[config.mk]
export PLATFORM = sky130hd
export DESIGN_NAME = accel_ctrl_regs
export DESIGN_NICKNAME = d
export VERILOG_FILES = /design/src/rtl/accel_ctrl_pkg.sv /design/src/rtl/accel_ctrl_field.sv /design/src/rtl/accel_ctrl_decode.sv /design/src/rtl/accel_ctrl_core.sv /design/src/rtl/accel_ctrl_rdmux.sv /design/src/rtl/accel_ctrl_regs.sv
export SDC_FILE = /design/constraint.sdc
export NUM_CORES = 1
export LEC_CHECK = 0
export ABC_AREA = 1
export BUFFER_PORTS_ARGS = -buffer_cell sky130_fd_sc_hd__buf_2
export CAP_MARGIN = 10
export CORE_MARGIN = 1.5
export CORE_UTILIZATION = 35
export CTS_CLUSTER_DIAMETER = 40
export CTS_CLUSTER_SIZE = 30
export DETAILED_ROUTE_END_ITERATION = 10
export PLACE_DENSITY = 0.65
export RECOVER_POWER = 50
export SLEW_MARGIN = 10
export SYNTH_ARGS = -nofsm -noshare
export SYNTH_HDL_FRONTEND = slang
export SYNTH_HIERARCHICAL = 1
export SYNTH_SLANG_ARGS = --single-unit
[constraint.sdc]
create_clock -name clk_i -period 1.43 [get_ports clk_i]
set_clock_uncertainty 0.2 [all_clocks]
set_input_delay 0.0715 -clock clk_i [delete_from_list [all_inputs] [get_ports clk_i]]
set_output_delay 0.0715 -clock clk_i [all_outputs]
set_load 0.02 [all_outputs]
[src/rtl/accel_ctrl_pkg.sv]
package accel_ctrl_pkg;
  localparam int unsigned OFS_CTRL = 'h00;
  localparam int unsigned OFS_GIE = 'h04;
  localparam int unsigned OFS_IER = 'h08;
  localparam int unsigned OFS_ISR = 'h0C;
  localparam int unsigned OFS_PARAM = 'h10;
  localparam int unsigned PARAM_STRIDE = 8;

  localparam int unsigned BIT_START = 0;
  localparam int unsigned BIT_DONE = 1;
  localparam int unsigned BIT_IDLE = 2;
  localparam int unsigned BIT_READY = 3;
  localparam int unsigned BIT_AUTO = 7;

  localparam int unsigned IER_W = 2;

  typedef struct packed {
    logic ctrl;
    logic gie;
    logic ier;
    logic isr;
  } fixed_sel_t;
endpackage

[src/rtl/accel_ctrl_field.sv]
module accel_ctrl_field #(
  parameter int unsigned W = 32
) (
  input  logic         clk_i,
  input  logic         rst_ni,
  input  logic         we_i,
  input  logic [W-1:0] d_i,
  output logic [W-1:0] q_o
);
  always_ff @(posedge clk_i or negedge rst_ni) begin
    if (!rst_ni)   q_o <= '0;
    else if (we_i) q_o <= d_i;
  end
endmodule

[src/rtl/accel_ctrl_decode.sv]
module accel_ctrl_decode
  import accel_ctrl_pkg::*;
#(
  parameter int unsigned ADDR_W = 8,
  parameter int unsigned NUM_PARAM = 4
) (
  input  logic [ADDR_W-1:0]    addr_i,
  output fixed_sel_t           fsel_o,
  output logic [NUM_PARAM-1:0] psel_o
);
  always_comb begin
    fsel_o.ctrl = (addr_i == ADDR_W'(OFS_CTRL));
    fsel_o.gie  = (addr_i == ADDR_W'(OFS_GIE));
    fsel_o.ier  = (addr_i == ADDR_W'(OFS_IER));
    fsel_o.isr  = (addr_i == ADDR_W'(OFS_ISR));
  end

  for (genvar k = 0; k < NUM_PARAM; k++) begin : g_psel
    localparam int unsigned OFS = OFS_PARAM + k * PARAM_STRIDE;
    assign psel_o[k] = (addr_i == ADDR_W'(OFS));
  end
endmodule

[src/rtl/accel_ctrl_core.sv]
module accel_ctrl_core (
  input  logic clk_i,
  input  logic rst_ni,
  input  logic ctrl_wr_i,
  input  logic ctrl_rd_i,
  input  logic start_wd_i,
  input  logic auto_wd_i,
  input  logic eng_done_i,
  input  logic eng_ready_i,
  output logic start_o,
  output logic done_o,
  output logic auto_o
);
  logic start_d, done_d, auto_d;

  // priority: host write > auto relaunch > handshake clear
  always_comb begin
    start_d = start_o;
    if (start_o && eng_ready_i) start_d = 1'b0;
    if (eng_done_i && auto_o)   start_d = 1'b1;
    if (ctrl_wr_i)              start_d = start_wd_i;
  end

  // a fresh completion beats the clear-on-read
  always_comb begin
    done_d = done_o;
    if (ctrl_rd_i)  done_d = 1'b0;
    if (eng_done_i) done_d = 1'b1;
  end

  assign auto_d = ctrl_wr_i ? auto_wd_i : auto_o;

  always_ff @(posedge clk_i or negedge rst_ni) begin
    if (!rst_ni) begin
      start_o <= 1'b0;
      done_o  <= 1'b0;
      auto_o  <= 1'b0;
    end else begin
      start_o <= start_d;
      done_o  <= done_d;
      auto_o  <= auto_d;
    end
  end
endmodule

[src/rtl/accel_ctrl_rdmux.sv]
module accel_ctrl_rdmux
  import accel_ctrl_pkg::*;
#(
  parameter int unsigned DATA_W = 32,
  parameter int unsigned NUM_PARAM = 4
) (
  input  logic                        clk_i,
  input  logic                        rst_ni,
  input  logic                        rd_i,
  input  fixed_sel_t                  fsel_i,
  input  logic [NUM_PARAM-1:0]        psel_i,
  input  logic                        start_i,
  input  logic                        done_i,
  input  logic                        idle_i,
  input  logic                        ready_i,
  input  logic                        auto_i,
  input  logic                        gie_i,
  input  logic [IER_W-1:0]            ier_i,
  input  logic [NUM_PARAM*DATA_W-1:0] param_i,
  output logic                        rvalid_o,
  output logic [DATA_W-1:0]           rdata_o
);
  logic [DATA_W-1:0] word;

  always_comb begin
    word = '0;
    if (fsel_i.ctrl) begin
      word[BIT_START] = start_i;
      word[BIT_DONE]  = done_i;
      word[BIT_IDLE]  = idle_i;
      word[BIT_READY] = ready_i;
      word[BIT_AUTO]  = auto_i;
    end
    if (fsel_i.gie) word[0] = gie_i;
    if (fsel_i.ier) word[IER_W-1:0] = ier_i;
    // isr: no status logic, reads zero
    for (int k = 0; k < NUM_PARAM; k++) begin
      if (psel_i[k]) word = param_i[k*DATA_W +: DATA_W];
    end
  end

  always_ff @(posedge clk_i or negedge rst_ni) begin
    if (!rst_ni) begin
      rvalid_o <= 1'b0;
      rdata_o  <= '0;
    end else begin
      rvalid_o <= rd_i;
      rdata_o  <= rd_i ? word : '0;
    end
  end
endmodule

[src/rtl/accel_ctrl_regs.sv]
module accel_ctrl_regs
  import accel_ctrl_pkg::*;
#(
  parameter int unsigned ADDR_W = 8,
  parameter int unsigned DATA_W = 32,
  parameter int unsigned NUM_PARAM = 4
) (
  input  logic                        clk_i,
  input  logic                        rst_ni,
  input  logic                        bus_valid_i,
  input  logic                        bus_write_i,
  input  logic [ADDR_W-1:0]           bus_addr_i,
  input  logic [DATA_W-1:0]           bus_wdata_i,
  output logic                        bus_rvalid_o,
  output logic [DATA_W-1:0]           bus_rdata_o,
  output logic                        eng_start_o,
  input  logic                        eng_done_i,
  input  logic                        eng_idle_i,
  input  logic                        eng_ready_i,
  output logic [NUM_PARAM*DATA_W-1:0] param_o
);
  fixed_sel_t           fsel;
  logic [NUM_PARAM-1:0] psel;
  logic                 wr, rd;
  logic                 done_q, auto_q, gie_q;
  logic [IER_W-1:0]     ier_q;

  assign wr = bus_valid_i &  bus_write_i;
  assign rd = bus_valid_i & ~bus_write_i;

  accel_ctrl_decode #(.ADDR_W(ADDR_W), .NUM_PARAM(NUM_PARAM)) u_dec (
    .addr_i (bus_addr_i),
    .fsel_o (fsel),
    .psel_o (psel)
  );

  accel_ctrl_core u_core (
    .clk_i       (clk_i),
    .rst_ni      (rst_ni),
    .ctrl_wr_i   (wr & fsel.ctrl),
    .ctrl_rd_i   (rd & fsel.ctrl),
    .start_wd_i  (bus_wdata_i[BIT_START]),
    .auto_wd_i   (bus_wdata_i[BIT_AUTO]),
    .eng_done_i  (eng_done_i),
    .eng_ready_i (eng_ready_i),
    .start_o     (eng_start_o),
    .done_o      (done_q),
    .auto_o      (auto_q)
  );

  accel_ctrl_field #(.W(1)) u_gie (
    .clk_i (clk_i), .rst_ni (rst_ni), .we_i (wr & fsel.gie),
    .d_i (bus_wdata_i[0]), .q_o (gie_q)
  );

  accel_ctrl_field #(.W(IER_W)) u_ier (
    .clk_i (clk_i), .rst_ni (rst_ni), .we_i (wr & fsel.ier),
    .d_i (bus_wdata_i[IER_W-1:0]), .q_o (ier_q)
  );

  for (genvar k = 0; k < NUM_PARAM; k++) begin : g_param
    accel_ctrl_field #(.W(DATA_W)) u_prm (
      .clk_i (clk_i), .rst_ni (rst_ni), .we_i (wr & psel[k]),
      .d_i (bus_wdata_i), .q_o (param_o[k*DATA_W +: DATA_W])
    );
  end

  accel_ctrl_rdmux #(.DATA_W(DATA_W), .NUM_PARAM(NUM_PARAM)) u_rd (
    .clk_i    (clk_i),
    .rst_ni   (rst_ni),
    .rd_i     (rd),
    .fsel_i   (fsel),
    .psel_i   (psel),
    .start_i  (eng_start_o),
    .done_i   (done_q),
    .idle_i   (eng_idle_i),
    .ready_i  (eng_ready_i),
    .auto_i   (auto_q),
    .gie_i    (gie_q),
    .ier_i    (ier_q),
    .param_i  (param_o),
    .rvalid_o (bus_rvalid_o),
    .rdata_o  (bus_rdata_o)
  );
endmodule

; After elaboration in Yosys (flattened, before gate mapping)
; Index checks and enable logic that the tools add are counted.
[classes]
eq_ne = 6
n_mux = 14
n_bitwise = 11
reduce_logical = 5
[ops]
columns = operator, n
row1 = $mux 32, 5
row2 = $eq 8x5->1 const B, 2
row3 = $eq 8x6->1 const B, 2
row4 = $and 1x1->1, 10
row5 = $eq 8x3->1 const B, 1
row6 = $eq 8x4->1 const B, 1
row7 = $logic_not 8->1, 1
row8 = $mux 1, 7
row9 = $mux 4, 1
row10 = $reduce_bool 3->1, 1
row11 = $logic_and 1x1->1, 2
row12 = $mux 2, 1
row13 = $reduce_bool 2->1, 1
row14 = $not 1->1, 1
[totals]
regBits = 167
input_bits = 47
output_inout_bits = 162
word_cells = 47

; Logic depth before layout (Yosys ltp)
; Gate-level depths: netlist of the first run.
[depth]
depth_word = 9
ltp_mapped = 11
mapped_depth_nobuf = 11

; By module
; The synthesis of the first run kept the hierarchy.
[modules_own_cells]
columns = mod, instances, cells_each, area_each_um2, seq_area_each_um2
row1 = accel_ctrl_field (g_param[0].u_prm ...), 4, 136, 1292.5, 800.8
row2 = accel_ctrl_rdmux, 1, 272, 2035.7, 825.8
row3 = accel_ctrl_core, 1, 17, 133.9, 75.1
row4 = accel_ctrl_decode, 1, 29, 123.9, 0.0
row5 = accel_ctrl_field (u_ier), 1, 9, 76.3, 50.0
row6 = accel_ctrl_regs, 1, 19, 73.8, 0.0
row7 = accel_ctrl_field (u_gie), 1, 5, 40.0, 25.0

; Least setup slack after synthesis of the first run
; Ideal clock, no wire load.
[synth_path]
path_kind = input to register
from = input port bus_addr_i[1]
to = register g_param[2].u_prm.q_o[0]
setup_ps = 117
arrival_ps = 1209
required_ps = 1113
path_slack_ps = -96
path_stages = 10
n_path_buf = 2
cell_sequence = nor2_4 -> nand2_1 -> nor2_1 -> inv_1 -> nor2_1 -> buf_6 -> inv_8 -> buf_12 -> nand2_2 -> nand2_1
[synth_via]
elab_chain_len = 2
[synth_lines]
columns = element, line
row1 = "start, declared", accel_ctrl_regs.sv:12  ; input logic [ADDR_W-1:0] bus_addr_i,
row2 = $eq 8x6->1, accel_ctrl_decode.sv:20  ; assign psel_o[k] = (addr_i == ADDR_W'(OFS));
row3 = net psel[2], accel_ctrl_regs.sv:23  ; logic [NUM_PARAM-1:0] psel;
row4 = $and 1x1->1, accel_ctrl_regs.sv:63  ; .clk_i (clk_i), .rst_ni (rst_ni), .we_i (wr & psel[k]),
row5 = "end signal, assigned", accel_ctrl_field.sv:12  ; else if (we_i) q_o <= d_i;
row6 = "end, declared", accel_ctrl_field.sv:8  ; output logic [W-1:0] q_o
; The timed path passes the listed nets, and every way through them passes these cells.
; A chain may end at the register's enable or synchronous reset.

==> flow_summary.yaml, run 1 <==
global_routing:
  grt_max_degree: 40
  grt_usage_pct: 21.13
  antenna_found_initial: 0
  overflow: 0
  grt_pass1_vias: 6731
  grt_pass1_wl_mm: 36.45
detailed_routing:
  antenna_left: 0
  wirelength_mm: 23.65
  drc: 0
  dr.pass1.iters: 7
  drtIter0Drc: 363
  avgRoutedWirePerCell_um: 16.54
  vias: 6923
  via_per_inst: 4.841
setup_path:
  regToRegSetupSlack_ns: 0.04
  worst-setup-path-type: "flop to flop"
  critPathArrivalTime_ns: 1.49
  path_max_fanout: 2
  cp.required_ns: 1.53
  cp-end-kind: "flop"
  cp-start-kind: "flop"
synth:
  synthCells: 891
  synth_nets: 938
  synth_area_um2: 7639
  synth_area_per_cell_um2: 8.573
  yosysWarnings: 6
die:
  die_w_um: 150.7
  start_util_pct: 36.00
  die_h_um: 150.7
  core_um2: 21220
  rows: 53
  design.die.area_um2: 22720
  ioPinCount: 209
power_and_ir_drop:
  netSwitchingPower_uw: 2574
  swShare_pct: 25.25
  power_density_nw_per_um2: 1033
  p_leak_uw: 0.005394
  p_int_uw: 7620
  vdd_drop_max_v: 0.0006895
  power_frac_seq_pct: 48.3
  p_comb_share_pct: 7.4
  clkPwrFrac_pct: 44.3
cts:
  clkTransAtPathRegs_ns: 0.06
  cts_root_buffer: "clkbuf_16"
  h-tree-depth: 4
  clk_latency_ns: 0.43
  cts_tree: "built"
  numCtsBuffers: 17
  clkSinkCount: 167
  clk_path_buf_depth: 2
placement:
  place_congestion: 0.8168
  io_buffers: 208
  placed_area_um2: 9001
  dp_hpwl_mm: 15.66
cells_and_area:
  design_area_um2: 9873
  nNetsFinal: 1189
  n_antenna_cell: 0
  final_layout_size_suffix_gt1_share_pct: 22.68
  areaGrowthSynthToFinish_pct: 29.25
sta:
  setup_tns_ns: 0
  finalSetupViolations: 0
  slew_headroom_pct: 71.15
  fin_crit_sh_pct: 96.92
  min_period_ns: 1.386
  hold_viol: 0
  final_max_slew_viol_count: 0
  max_freq_ghz: 0.7215
  tightest_slew_ns: 0.4328
  hold_ws_ns: 0.05185
hold_path:
  hp-class: "primary input to flop"
flow_run:
  cap_violations: 0
outcome:
  status: "complete, no violations"
## power by group through the flow
stage,sequential (µW),combinational (µW),clock [µW]
2_1_floorplan,5120,146,0
3_3_place_gp,5010,681,0
3_5_place_dp,5010,689,0
4_1_cts,4920,773,4630
5_1_grt,4930,835,4820
6_report,4920,757,4520
## repair_timing
item | 4_1_cts | 5_1_grt
endpoints found under the hold margin | 304 | 1
hold buffers | 42 | 1
endpoints found under the setup margin | 0 | 108
setup buffers | 0 | 1
gates resized for setup | 0 | 9
## critical path: stages (launching register included)
cell and delay, ns:
dfrtp_1 0.38, inv_1 0.06, o21bai_1 0.06, dlygate4sd3_1 0.56
## path summary, 6_finish.rpt
path / start / endpoint / cells after the start
max in group asynchronous: rst_ni / g_param[3].u_prm/q_o[8] / 4
worst min register to register: u_ier/q_o[0] / u_ier/q_o[0] / 2
worst max register to register: u_core/done_o / u_core/done_o / 3
worst max-delay path: u_core/done_o / u_core/done_o / 3
worst min-delay path: bus_write_i / u_ier/q_o[1] / 5
min in group asynchronous: rst_ni / g_param[0].u_prm/q_o[5] / 3
## cells in the final DEF (no fill, tap or decap), types with 12 or more instances in the layout
master         count
dfrtp_1          167
dlygate4sd3_1     41
o21ai_1           33
a21oi_1           65
nand2_1          390
nand3_1           12
nand2_2           27
buf_4             13
clkbuf_16         17
buf_12            19
o21ai_0           53
nor2_1            43
buf_2            144
clkbuf_1          62
inv_1             22
## per-layer routing
| layer | up-vias | part of all wire, % | GRT usage, % |
|---|---|---|---|
| li1 | 3312 | - | - |
| met1 | 3337 | 45 | 27.89 |
| met2 | 249 | 47 | 34.59 |
| met3 | 25 | 6.1 | 4.091 |
| met4 | 0 | 1.3 | 7.330 |
| met5 | - | 0 | 0 |
## through the flow
step / utilization, % / worst slack, ns / total power [µW] / instances
2_1_floorplan: - / 0.01142 / 5266 / 891
3_3_place_gp: 42.42 / -0.2002 / 5689 / 1356
3_5_place_dp: 42.42 / -0.2257 / 5698 / 1356
4_1_cts: 47.11 / 0.006044 / 10320 / 1430
5_1_grt: 46.53 / -0.02421 / 10590 / 1430
6_report: 46.53 / 0.04406 / 10190 / 1430
## state kept, by name (all words and copies together) (netlist names)
| register | flops |
|---|---|
| u_core/done_o | 1 |
| u_rd/rdata_o | 32 |
| u_core/start_o | 1 |
| u_core/auto_o | 1 |
| g_param.u_prm/q_o | 128 |
| u_ier/q_o | 2 |
| u_gie/q_o | 1 |
| u_rd/rvalid_o | 1 |
## final cells by class
cell class                 count  area (µm²)
inverter                      30       135.1
multi-input combinational    641        2763
fill                        2116       11350
timing repair buffer         285        1878
sequential                   167        4179
tap                          275       344.1
clock inverter                12       117.6
clock buffer                  20       456.7
(Power assumes the default switching activity.)
==> run 2: changes to the inputs <==
CORE_MARGIN = 3   (was 1.5)
CORE_UTILIZATION = 53   (was 35)
PLACE_DENSITY = 0.81   (was 0.65)
==> run 2 against run 1 <==
Compared with the run above:
- the run now ends with hold timing, setup timing left
- die area decreased by 30%
- non-clock buffer count increased by 4
- power increased by 2.8%
==> flow_summary.yaml, run 2 (synthesized netlist as in run 1, its figures left out) <==
sta:
  fin_ws_ns: -0.02788
  slew_headroom_pct: 55.16
  fin_crit_sh_pct: 101.9
  finalSetupViolations: 1
  hold_ws_ns: -0.02868
  max_freq_ghz: 0.6859
  hold_viol: 1
  final_max_slew_viol_count: 0
  tightest_slew_ns: 0.6726
  min_period_ns: 1.458
cells_and_area:
  final_layout_size_suffix_gt1_share_pct: 30.12
  instances_no_fill: 1342
  nNetsFinal: 1196
  layout_commonest_cell: "nand2_1"
  n_antenna_cell: 0
  largest_reg_flops: 128
  regMostFlops: "g_param.u_prm/q_o"
  layout_common_cells: "nand2_1 (372), buf_2 (206), dfrtp_1 (167), a21oi_1 (65), o21ai_0 (53)"
  top_regs: "g_param.u_prm/q_o: 128 flops, u_rd/rdata_o: 32 flops, u_ier/q_o: 2 flops"
  areaGrowthSynthToFinish_pct: 31.07
setup_path:
  startpoint: "bus_addr_i[3]"
  cp-end-kind: "flop"
  r2r-end: "u_core/done_o"
  critPathArrivalTime_ns: 1.57
  path_max_fanout: 6
  cp-start-kind: "primary input"
  reg2reg_from: "u_core/done_o"
  rr_worst_depth: 3
  regToRegSetupSlack_ns: 0.03
  cp.required_ns: 1.54
  worst-setup-path-type: "primary input to flop"
global_routing:
  use_met3_pct: 6.361
  use_met2_pct: 47.17
  overflow: 0
  grt_pass1_vias: 7047
  grtUsageMet1_pct: 38.95
  antenna_found_initial: 0
  grt_pass1_wl_mm: 37.08
  grt_usage_pct: 29.42
  grt_max_degree: 61
  grt.busiest_layer: "met2"
die:
  ioPinCount: 209
  die_h_um: 126.1
  start_util_pct: 54.61
  die_w_um: 126.1
  rows: 43
  design.die.area_um2: 15890
  core_um2: 13990
hold_path:
  hp-class: "primary input to flop"
  hold_end: "u_gie/q_o"
  whs_path_depth: 8
  min_from: "bus_addr_i[6]"
power_and_ir_drop:
  p_leak_uw: 0.005777
  vdd_drop_max_v: 0.0007321
  power_density_nw_per_um2: 1047
detailed_routing:
  dr.pass1.iters: 5
  drc: 0
  avgRoutedWirePerCell_um: 17.67
  drtIter0Drc: 718
  antenna_left: 0
  wirelength_mm: 23.71
  vias: 7318
  via_per_inst: 5.453
cts:
  cts_hold_buffers: 42
  clkTransAtPathRegs_ns: 0.06
  numCtsBuffers: 17
  cts_root_buffer: "clkbuf_16"
  clk_latency_ns: 0.42
  clk_path_buf_depth: 2
  clkSinkCount: 167
  h-tree-depth: 4
  cts_tree: "built"
placement:
  io_buffers: 208
  dp_hpwl_mm: 14.65
  dp_cells: 1258
  place_congestion: 0.8427
flow_run:
  cap_violations: 0
outcome:
  violations: "hold timing, setup timing"
  status: "finished with violations"
## run 2: changes by cell type in the layout (fill, tap and decap cells not counted), sizes merged, moves of 2 or more
cell / change
bufinv: +2
clkbuf: -67
dlygate4sd3: -4
buf: +70
inv: -2
clkinv: +4
dlymetal6s4s: +5
## run 2: what timing repair did
action | in CTS | in global routing
setup buffers | 0 | 7
hold endpoints to repair | 304 | 20
gates resized for setup | 0 | 19
setup endpoints to repair | 0 | 134
## run 2: layout make-up
| class | instances | area (µm²) |
|---|---|---|
| Clock buffer | 20 | 466.7 |
| Clock inverter | 12 | 147.6 |
| Fill cell | 1019 | 3976 |
| Inverter | 30 | 152.6 |
| Multi-Input combinational cell | 641 | 2823 |
| Sequential cell | 167 | 4179 |
| Tap cell | 180 | 225.2 |
| Timing Repair Buffer | 289 | 1992 |
| Timing Repair inverter | 3 | 26.28 |
## run 2: power breakdown
part	switching (µW)	internal, µW	leakage (µW)
clock network	1900	2880	0.000302
logic	485	280	0.00316
registers	97.6	4830	0.00231
total	2490	7990	0.00578
## run 2: critical path, cell delays in order
cell and delay [ns]:
buf_2 0.11, nor2_1 0.20, nand2_2 0.16, nor2_2 0.12
buf_4 0.15, inv_1 0.05, nor2_1 0.08, o21bai_1 0.07
dlygate4sd3_1 0.55
## run 2: worst max path at each step
| stage | endpoint | cells after the start |
|---|---|---|
| after global placement | u_rd/rdata_o[22] | 9 |
| after global routing | u_core/done_o | 9 |
| after floorplan | g_param[2].u_prm/q_o[0] | 10 |
| final | u_core/done_o | 9 |
| after CTS | u_core/done_o | 7 |
| after detailed placement | u_rd/rdata_o[27] | 9 |
## run 2: layer usage
| layer | share of wire (%) | vias to the layer above |
|---|---|---|
| met5 | 0 | - |
| met3 | 10 | 75 |
| li1 | - | 3331 |
| met1 | 38 | 3421 |
| met4 | 3.1 | 0 |
| met2 | 48 | 491 |
## run 2: stage by stage
| stage | worst slack [ns] | area, µm² | utilization [%] | setup TNS, ns | power, µW |
|---|---|---|---|---|---|
| after detailed placement | -0.2470 | 8835 | 63.16 | -25.51 | 5677 |
| after global placement | -0.1979 | 8835 | 63.16 | -20.85 | 5658 |
| final | -0.02788 | 10010 | 71.57 | -0.02788 | 10480 |
| after global routing | -0.02892 | 10010 | 71.57 | -0.06310 | 10820 |
| after CTS | 0.008024 | 9869 | 70.55 | 0 | 10480 |
| after floorplan | 0.01142 | 7644 | - | 0 | 5266 |
